==> config.mk <==
export PLATFORM = sky130hd
export DESIGN_NAME = regmap_crc_monitor
export DESIGN_NICKNAME = d
export VERILOG_FILES = /design/src/rtl/crcmon_pkg.sv /design/src/rtl/crcmon_timer.sv /design/src/rtl/crcmon_engine.sv /design/src/rtl/crcmon_ctrl.sv /design/src/rtl/regmap_crc_monitor.sv
export SDC_FILE = /design/constraint.sdc
export NUM_CORES = 1
export LEC_CHECK = 0
export ABC_CLOCK_PERIOD_IN_PS = 2020
export BUFFER_PORTS_ARGS = -buffer_cell sky130_fd_sc_hd__buf_2
export CAP_MARGIN = 10
export CORE_MARGIN = 2
export CORE_UTILIZATION = 35
export CTS_CLUSTER_DIAMETER = 200
export DETAILED_ROUTE_END_ITERATION = 12
export PLACE_DENSITY = 0.62
export SETUP_SLACK_MARGIN = 0.2
export SLEW_MARGIN = 20
export SYNTH_ARGS = -nofsm -noshare
export SYNTH_HDL_FRONTEND = slang
export SYNTH_SLANG_ARGS = --single-unit
==> constraint.sdc <==
create_clock -name clk -period 2.02 [get_ports clk]
set_input_delay 0.606 -clock clk [delete_from_list [all_inputs] [get_ports clk]]
set_output_delay 0.606 -clock clk [all_outputs]
set_load 0.01 [all_outputs]
==> src/rtl/crcmon_pkg.sv <==
// Package for the register map CRC monitor: controller states and the
// byte-wide CRC-16 update (polynomial 0x1021, MSB first).
// Assumes 8-bit registers and a 16-bit signature.
package crcmon_pkg;
    localparam int BYTE_W = 8;
    localparam int SIG_W  = 16;
    localparam logic [SIG_W-1:0] SIG_POLY = 16'h1021;
    localparam logic [SIG_W-1:0] SIG_SEED = 16'hFFFF;

    typedef enum logic [1:0] {
        MON_OFF  = 2'd0,
        MON_REF  = 2'd1,
        MON_IDLE = 2'd2,
        MON_SCAN = 2'd3
    } mon_state_e;

    // Fold one byte into the running signature, most significant bit first.
    function automatic logic [SIG_W-1:0] sig_fold(input logic [SIG_W-1:0] sig,
                                                  input logic [BYTE_W-1:0] b);
        logic [SIG_W-1:0] s;
        logic fb;
        s = sig;
        for (int i = BYTE_W - 1; i >= 0; i--) begin
            fb = s[SIG_W-1] ^ b[i];
            s  = {s[SIG_W-2:0], 1'b0} ^ (fb ? SIG_POLY : '0);
        end
        return s;
    endfunction
endpackage

==> src/rtl/crcmon_timer.sv <==
// Scan period timer: counts tick-qualified cycles while the monitor is on.
// It raises expire_o for one cycle every PERIOD ticks. It is cleared while
// the monitor is off. Assumes PERIOD >= 2.
module crcmon_timer #(
    parameter int PERIOD = 1000
) (
    input  logic clk,
    input  logic rst_n,
    input  logic en_i,
    input  logic tick_i,
    output logic expire_o
);
    localparam int CNT_W = $clog2(PERIOD);
    localparam logic [CNT_W-1:0] LIMIT = CNT_W'(PERIOD - 1);

    logic [CNT_W-1:0] cnt_q;

    // Expiry is the tick that lands on the last count of the period.
    assign expire_o = en_i && tick_i && (cnt_q == LIMIT);

    // Advance on each tick, wrap at the limit, clear while disabled.
    always_ff @(posedge clk) begin
        if (!rst_n || !en_i) begin
            cnt_q <= '0;
        end else if (tick_i) begin
            cnt_q <= (cnt_q == LIMIT) ? '0 : cnt_q + 1'b1;
        end
    end

    assert_wrap_after_expire_R3: assert property (@(posedge clk) disable iff (!rst_n)
        expire_o |=> (cnt_q == '0));
    assert_frozen_without_tick_R10: assert property (@(posedge clk) disable iff (!rst_n)
        (en_i && !tick_i) |=> $stable(cnt_q));
endmodule

==> src/rtl/crcmon_engine.sv <==
// Signature engine: after start_i it walks addresses 0..NUM_REGS-1, one per
// clock, and folds the returned byte into the CRC. It pulses done_o in the
// cycle after the last byte, with sig_o holding the result. start_i restarts
// a pass at any time. abort_i stops it and takes priority.
// Assumes read data is valid combinationally in the cycle of its address.
module crcmon_engine
    import crcmon_pkg::*;
#(
    parameter int NUM_REGS = 64
) (
    input  logic                        clk,
    input  logic                        rst_n,
    input  logic                        start_i,
    input  logic                        abort_i,
    output logic [$clog2(NUM_REGS)-1:0] addr_o,
    input  logic [BYTE_W-1:0]           data_i,
    output logic [SIG_W-1:0]            sig_o,
    output logic                        done_o
);
    localparam int ADDR_W = $clog2(NUM_REGS);
    localparam logic [ADDR_W-1:0] LAST = ADDR_W'(NUM_REGS - 1);

    logic              busy_q;
    logic              done_q;
    logic [ADDR_W-1:0] addr_q;
    logic [SIG_W-1:0]  sig_q;

    assign addr_o = addr_q;
    assign sig_o  = sig_q;
    assign done_o = done_q;

    // Pass sequencer: seed, walk addresses, fold bytes, flag completion.
    always_ff @(posedge clk) begin
        if (!rst_n) begin
            busy_q <= 1'b0;
            done_q <= 1'b0;
            addr_q <= '0;
            sig_q  <= SIG_SEED;
        end else begin
            done_q <= 1'b0;
            if (abort_i) begin
                busy_q <= 1'b0;
                addr_q <= '0;
            end else if (start_i) begin
                busy_q <= 1'b1;
                addr_q <= '0;
                sig_q  <= SIG_SEED;
            end else if (busy_q) begin
                sig_q <= sig_fold(sig_q, data_i);
                if (addr_q == LAST) begin
                    busy_q <= 1'b0;
                    addr_q <= '0;
                    done_q <= 1'b1;
                end else begin
                    addr_q <= addr_q + 1'b1;
                end
            end
        end
    end

    assert_addr_steps_R2: assert property (@(posedge clk) disable iff (!rst_n)
        (busy_q && !start_i && !abort_i && addr_q != LAST) |=> (addr_q == $past(addr_q) + 1'b1));
    assert_idle_addr_zero_R9: assert property (@(posedge clk) disable iff (!rst_n)
        !busy_q |-> (addr_q == '0));
endmodule

==> src/rtl/crcmon_ctrl.sv <==
// Monitor controller: sequences reference passes and background scans, keeps
// the reference signature and owns the sticky error flag. Writes always win
// over scans. A scan that a write interrupts yields no verdict.
module crcmon_ctrl
    import crcmon_pkg::*;
(
    input  logic             clk,
    input  logic             rst_n,
    input  logic             en_i,
    input  logic             wr_evt_i,
    input  logic             expire_i,
    input  logic             done_i,
    input  logic [SIG_W-1:0] sig_i,
    output logic             start_o,
    output logic             abort_o,
    output logic             err_o
);
    mon_state_e       state_q;
    logic [SIG_W-1:0] ref_q;
    logic             err_q;

    assign err_o   = err_q;
    assign abort_o = !en_i;

    // Decide when the engine begins a new pass.
    always_comb begin
        start_o = 1'b0;
        if (en_i) begin
            unique case (state_q)
                MON_OFF:  start_o = 1'b1;
                MON_REF:  start_o = wr_evt_i;
                MON_IDLE: start_o = wr_evt_i || expire_i;
                MON_SCAN: start_o = wr_evt_i;
                default:  start_o = 1'b0;
            endcase
        end
    end

    // State, reference capture and error verdict.
    always_ff @(posedge clk) begin
        if (!rst_n) begin
            state_q <= MON_OFF;
            ref_q   <= '0;
            err_q   <= 1'b0;
        end else if (!en_i) begin
            state_q <= MON_OFF;
            err_q   <= 1'b0;
        end else begin
            unique case (state_q)
                MON_OFF: state_q <= MON_REF;
                MON_REF: begin
                    if (!wr_evt_i && done_i) begin
                        ref_q   <= sig_i;
                        state_q <= MON_IDLE;
                    end
                end
                MON_IDLE: begin
                    if (wr_evt_i)      state_q <= MON_REF;
                    else if (expire_i) state_q <= MON_SCAN;
                end
                MON_SCAN: begin
                    if (wr_evt_i) begin
                        state_q <= MON_REF;
                    end else if (done_i) begin
                        if (sig_i != ref_q) err_q <= 1'b1;
                        state_q <= MON_IDLE;
                    end
                end
                default: state_q <= MON_OFF;
            endcase
        end
    end

    assert_off_clears_err_R9: assert property (@(posedge clk) disable iff (!rst_n)
        !en_i |=> !err_o);
    assert_err_sticky_R8: assert property (@(posedge clk) disable iff (!rst_n)
        (err_o && en_i) |=> err_o);
    assert_err_only_from_full_scan_R7: assert property (@(posedge clk) disable iff (!rst_n)
        $rose(err_o) |-> $past(state_q == MON_SCAN && done_i && !wr_evt_i));
    assert_write_refreshes_R6: assert property (@(posedge clk) disable iff (!rst_n)
        (en_i && wr_evt_i && state_q != MON_OFF) |=> (state_q == MON_REF));
endmodule

==> src/rtl/regmap_crc_monitor.sv <==
// Register map CRC integrity monitor (top). It scans an external register
// file through a combinational read port. It takes a reference signature on
// enable and after each write, then rescans every SCAN_TICKS timebase ticks
// and raises a sticky flag on mismatch.
// Assumes scan_data_i reflects scan_addr_o within the same cycle.
module regmap_crc_monitor
    import crcmon_pkg::*;
#(
    parameter int NUM_REGS   = 64,
    parameter int SCAN_TICKS = 1000
) (
    input  logic                        clk,
    input  logic                        rst_n,
    input  logic                        mon_en_i,
    input  logic                        wr_evt_i,
    input  logic                        tick_i,
    output logic [$clog2(NUM_REGS)-1:0] scan_addr_o,
    input  logic [BYTE_W-1:0]           scan_data_i,
    output logic                        crc_err_o
);
    logic             expire;
    logic             start;
    logic             abort;
    logic             done;
    logic [SIG_W-1:0] sig;

    crcmon_timer #(.PERIOD(SCAN_TICKS)) u_timer (
        .clk      (clk),
        .rst_n    (rst_n),
        .en_i     (mon_en_i),
        .tick_i   (tick_i),
        .expire_o (expire)
    );

    crcmon_engine #(.NUM_REGS(NUM_REGS)) u_engine (
        .clk     (clk),
        .rst_n   (rst_n),
        .start_i (start),
        .abort_i (abort),
        .addr_o  (scan_addr_o),
        .data_i  (scan_data_i),
        .sig_o   (sig),
        .done_o  (done)
    );

    crcmon_ctrl u_ctrl (
        .clk      (clk),
        .rst_n    (rst_n),
        .en_i     (mon_en_i),
        .wr_evt_i (wr_evt_i),
        .expire_i (expire),
        .done_i   (done),
        .sig_i    (sig),
        .start_o  (start),
        .abort_o  (abort),
        .err_o    (crc_err_o)
    );

    assert_reset_clear_R1: assert property (@(posedge clk)
        !rst_n |=> (!crc_err_o && scan_addr_o == '0));
endmodule

* Yosys cells after proc, flatten, opt, wreduce, memory -nomap -nowiden
Index checks and enable logic that the tools add are counted.
Storage, ports and cells: register bits after elaboration 53, input port bits 13, output and inout port bits 7, word-level logic and storage cells 81
Cells by class: $add $sub $neg 2, eq/ne operators 9, multiplexer cells 24, bitwise logic cells 20, reduce and logical (&&, ||, !) cells 18
Operator list (count):
- 16-bit XOR | 8
- 13-bit two-way mux | 8
- 16-bit two-way mux | 2
- 16-bit inequality test | 1
- 10-bit by 1-bit adder with 10-bit output, second input constant | 1
- 10-bit == test, second input constant | 1
- 10-bit two-way mux | 1
- 2-bit two-way mux | 5
- 2-bit one-hot mux with 4 select lines | 1
- 1-bit XOR | 8
- 6-bit by 1-bit adder with 6-bit output, second input constant | 1
- 6-bit == test, second input constant | 1
- 6-bit two-way mux | 1
- 3-bit AND reduction | 2
- 1-bit two-way mux | 5
- 2-bit == test, second input constant | 2
- 1-bit inverter | 4
- 2-bit AND reduction | 2
- 4-bit AND reduction | 1
- 4-bit OR reduction | 1
- 1-bit logical AND | 3
- 1-bit zero test | 3
- 3-bit by 2-bit inequality test with 1-bit output, second input constant | 1
- 3-bit inequality test, second input constant | 1
- other kinds (8) | 9

* Logic depth before layout (Yosys ltp)
depth after elaboration 26, depth in mapped cells 6, gate-level depth less buffers 5

* Hierarchy
Synthesis repeated with hierarchy kept, for this count alone.
Second synthesis, totals: cell total of the unflattened synthesis 258, area, all modules 2518.7 µm²
By module, submodules not included:
- crcmon_engine | times used 1, cells each 113, area each 1108.6 µm², sequential area each 480.5 µm²
- crcmon_ctrl | times used 1, cells each 90, area each 920.9 µm², sequential area each 380.4 µm²
- crcmon_timer | times used 1, cells each 55, area each 489.2 µm², sequential area each 200.2 µm²

* Least setup slack after synthesis
No wires, ideal clock.
path type input port to flip-flop, start input port tick_i, end register u_engine.sig_q[0] (netlist: u_engine.sig_o[0]), setup time 0.137 ns, arrival 1.399 ns, data required time 1.883 ns, slack 0.484 ns, stages on the path 5, path buffers 1, path through and3_4 > a41oi_4 > o21a_4 > buf_6 > o211ai_2
Between the ends: longest elaborated chain between the ends 7, elaborated cells between the ends (all ways) 8, those cells by class 3 x mux; 5 x reduce/logical
RTL lines:
- from (decl) | line regmap_crc_monitor.sv:16 | input logic tick_i,
- 1-bit logical AND * (2 in a row) | line crcmon_timer.sv:19 | assign expire_o = en_i && tick_i && (cnt_q == LIMIT);
- 1-bit logical OR * | line crcmon_ctrl.sv:32 | MON_IDLE: start_o = wr_evt_i || expire_i;
- 1-bit one-hot mux with 3 select lines * | line crcmon_ctrl.sv:29 | unique case (state_q)
- 1-bit two-way mux * | line crcmon_ctrl.sv:28 | if (en_i) begin
- 2-bit nonzero test (no line)
- 2-bit AND reduction (no line)
- to (signal assigned) | line crcmon_engine.sv:49 | sig_q <= sig_fold(sig_q, data_i);
- to (decl) | line crcmon_engine.sv:26 | logic [SIG_W-1:0] sig_q;
Mark *: on every way between the ends. The rest lies on a longest branch, timed or not. A chain may end at the register's enable or synchronous reset.

* Final worst setup path
start register u_timer.cnt_q[0], end register u_engine.sig_q[6] (netlist: u_engine.sig_o[6])
Between the ends: longest elaborated chain between the ends 7, elaborated cells between the ends (all ways) 8, those cells by class 1 x eq/ne; 3 x mux; 4 x reduce/logical
RTL lines:
- from (decl) | line crcmon_timer.sv:16 | logic [CNT_W-1:0] cnt_q;
- from (signal assigned) | line crcmon_timer.sv:26 | cnt_q <= (cnt_q == LIMIT) ? '0 : cnt_q + 1'b1;
- 10-bit == test * | line crcmon_timer.sv:19
- 1-bit logical AND * | line crcmon_timer.sv:19
- 1-bit logical OR * | line crcmon_ctrl.sv:32
- 1-bit one-hot mux with 3 select lines * | line crcmon_ctrl.sv:29
- 1-bit two-way mux * | line crcmon_ctrl.sv:28
- 2-bit nonzero test (no line)
- 2-bit AND reduction (no line)
Marked as above.

==> metrics.txt <==
multiplexer share of the synthesized area=0.07331; Setup TNS Final=0 ps; VDD IR-drop max=0.0003871 V; compound-cell area share of the yosys netlist=0.09391; commonest non-fill, non-tap cell in the layout=dfxtp_1; HP Start=u_ctrl.err_o; Worst Max-Slew Pin Slew=486.9 ps; row count=31; CTS Root Cell=clkbuf_8; crit path kind=reg -> reg; global route overflow=0; worst hold path depth=2; largest stage delay on the critical path=350 ps; max-cap violation count=0; EDFF count, synth=0; first-pass GRT wire length=8.010 mm; Main synth FF type=dfxtp_1; DRC=0; xor/xnor share of the synthesized area=0.1907; Seq/Total Area, Yosys=0.4063; vias in the first global route=1653; Hold EP=u_ctrl.err_o; adder-cell share of the synthesized area=0.009583; ANT cells=0; wirelength, routed=4.753 mm; Pre-antenna DRT Iters=4; initial core utilization=0.3600; Avg Cell Area, Syn=10.00 um^2; crit-path max FO=16; most frequent cells in the layout=53 x dfxtp_1, 30 x nand2_1, 27 x xnor2_1, 22 x nor2_1, 19 x buf_2; RSZ-0062 raised after global routing=false; Critical Path AT=1790 ps; largest net degree at the start of global routing=31; clock sinks=53; critical path buffer and inverter count=0; Final period util=0.8011; initial antenna violation count=0; Post-CTS Hold Fix Bufs=0; Final Wtd Congestion=0.7450; DRT iter0 DRCs=71; All-Layer GR Usage=0.1193; relative slew slack=0.6750; Worst Path Required=2190 ps; skew final=13.39 ps; sequential power share=0.550; leak pwr=1.053 nW; syn nets=276; Reg-to-Reg End=u_engine.sig_o[6]; Critical Path Source=u_timer.cnt_q[0]; width of the chip=90.38 um; synth warn=0; largest family of logic cells by synthesized area=simple AND/OR/NAND/NOR gates; Critical-path top delay cell=dfxtp_1; Reg2Reg Depth=5; layout cell share with drive strength beyond 1=0.1957; Gate Count Post-Synth=261; io pins=20; post-layout min period=1618 ps; P_int=1.490 mW; Sw Share=0.2340; post-route design area=2918 um^2; register bit total from synthesis=53; async set or reset register ratio after synthesis=0; synthesized area=2611 um^2; vias per cell=4.713; fmax=0.6179 GHz; post-DP HPWL=3.349 mm; wire per inst=12.51 um; final net count=296; PwrDens=666.7 nW/um^2; clock share of power=0.362; simple-gate share of the synthesized area=0.1974; outcome=finished, final reports clean; post-CTS repair timing setup buffer count=0; CTS tree=done; library cells used by synthesis=40; post-layout util=0.4023; Area Overhead vs Synth=11.74%; CP Cell Sequence=ha_1, and3_4, a41oi_4, o21a_4, o2111ai_1; Worst-path clk slew=100 ps; startpoint types=flop; fillers=726; clk_lat worst skew=300 ps; P_sw=0.4553 mW; core box area=7253 um^2; Post-CTS Resized=0; Worst setup EP type=flop; Setup Viol. Count Final=0; reg2reg setup slack=400 ps; Post-DP Area=2814 um^2; area of the die=8168 um^2; via count=1791; TritonCTS Buffers=5; kind of cell adding the most delay to the critical path=compound AO/OA/AOI/OAI gates; max-slew violation count=0; worst min path class=reg -> reg; # port buffers=19; Hold Vio Cnt, Final=0; Worst R2R Start=u_timer.cnt_q[0]; combinational share of power=0.088; clk buf depth=2; chip height=90.38 um; H-tree Lvls=2; Post-DRT Antenna Nets=0; multi-input logic area=1484 um^2; register area=1061 um^2
## registers in the layout, indices dropped and copies added (netlist names)
| signal | count |
|---|---|
| u_ctrl.err_o | 1 |
| u_ctrl.ref_q | 16 |
| u_ctrl.state_q | 2 |
| u_engine.addr_o | 6 |
| u_engine.busy_q | 1 |
| u_engine.done_o | 1 |
| u_engine.sig_o | 16 |
| u_timer.cnt_q | 10 |
## worst register-to-register path: stages, from the launching register on
cell	delay, ps
dfxtp_1	350
ha_1	220
and3_4	210
a41oi_4	260
o21a_4	310
o2111ai_1	150
## power groups by stage
stage	logic [mW]	registers, mW	clock network [mW]
2_1_floorplan	0.132	1.09	0
3_3_place_gp	0.171	1.09	0
3_5_place_dp	0.171	1.09	0
4_1_cts	0.174	1.07	0.726
5_1_grt	0.186	1.07	0.774
6_report	0.171	1.07	0.705
## routing by layer
metal  vias to the layer above  GRT usage  routed length (um)
met5                         -          0                   0
met4                         0    0.03462                  46
met3                         4    0.02003                  93
met2                        19     0.1905                2157
met1                       840     0.1661                2456
li1                        928          -                   -
## cells in the mapped netlist, types with 2 or more instances
cell | count | area, um^2
nand3_1 | 8 | 40.04
dfxtp_1 | 53 | 1061
buf_2 | 2 | 10.01
clkbuf_1 | 5 | 18.77
nor4_1 | 2 | 12.51
xnor2_1 | 27 | 236.5
o211ai_2 | 8 | 100.1
o2111ai_1 | 3 | 26.28
nand2_1 | 30 | 112.6
xnor2_2 | 7 | 113.9
ha_1 | 2 | 25.02
mux2i_1 | 18 | 180.2
nand3_2 | 2 | 20.02
o211ai_1 | 3 | 22.52
inv_1 | 2 | 7.510
nor2b_1 | 17 | 106.4
nand4_1 | 10 | 62.56
xor2_1 | 15 | 131.4
nor3_1 | 5 | 25.02
nor2_1 | 22 | 82.58
## area by class of cell
class	instances	area share
well taps	99	0.04245
clock inverters	2	0.01201
clock buffers	5	0.02358
repair buffers	23	0.04717
multi-input cells	196	0.5086
inverters	2	0.002573
flip-flops and latches	53	0.3636
## cells by family after synthesis
group | Yosys count
AOI/OAI and AO/OA | 23
adders and majority gates | 2
xor gates and xnor gates | 50
DFF | 53
buffers and inverters | 12
and+or+nand+nor | 102
muxes | 19
## stage by stage
stage | std cells | hold slack [ps] | setup slack [ps] | total power, mW
after floorplan | 261 | 487.5 | 484.1 | 1.220
after global placement | 373 | 479.0 | 261.3 | 1.265
after detailed placement | 373 | 493.9 | 237.8 | 1.265
after CTS | 380 | 512.9 | 388.8 | 1.969
after global routing | 380 | 521.9 | 284.5 | 2.031
final | 380 | 515.5 | 401.7 | 1.945
## worst max-delay path by stage
| stage | end | slack, ps | cells after the start |
|---|---|---|---|
| 2_1_floorplan | u_engine.sig_o[0] | 480 | 5 |
| 3_3_place_gp | u_engine.sig_o[7] | 260 | 5 |
| 3_5_place_dp | u_engine.sig_o[6] | 240 | 5 |
| 4_1_cts | u_engine.sig_o[6] | 390 | 5 |
| 5_1_grt | u_engine.sig_o[6] | 280 | 5 |
| 6_report | u_engine.sig_o[6] | 400 | 5 |
(Power assumes the default switching activity.)
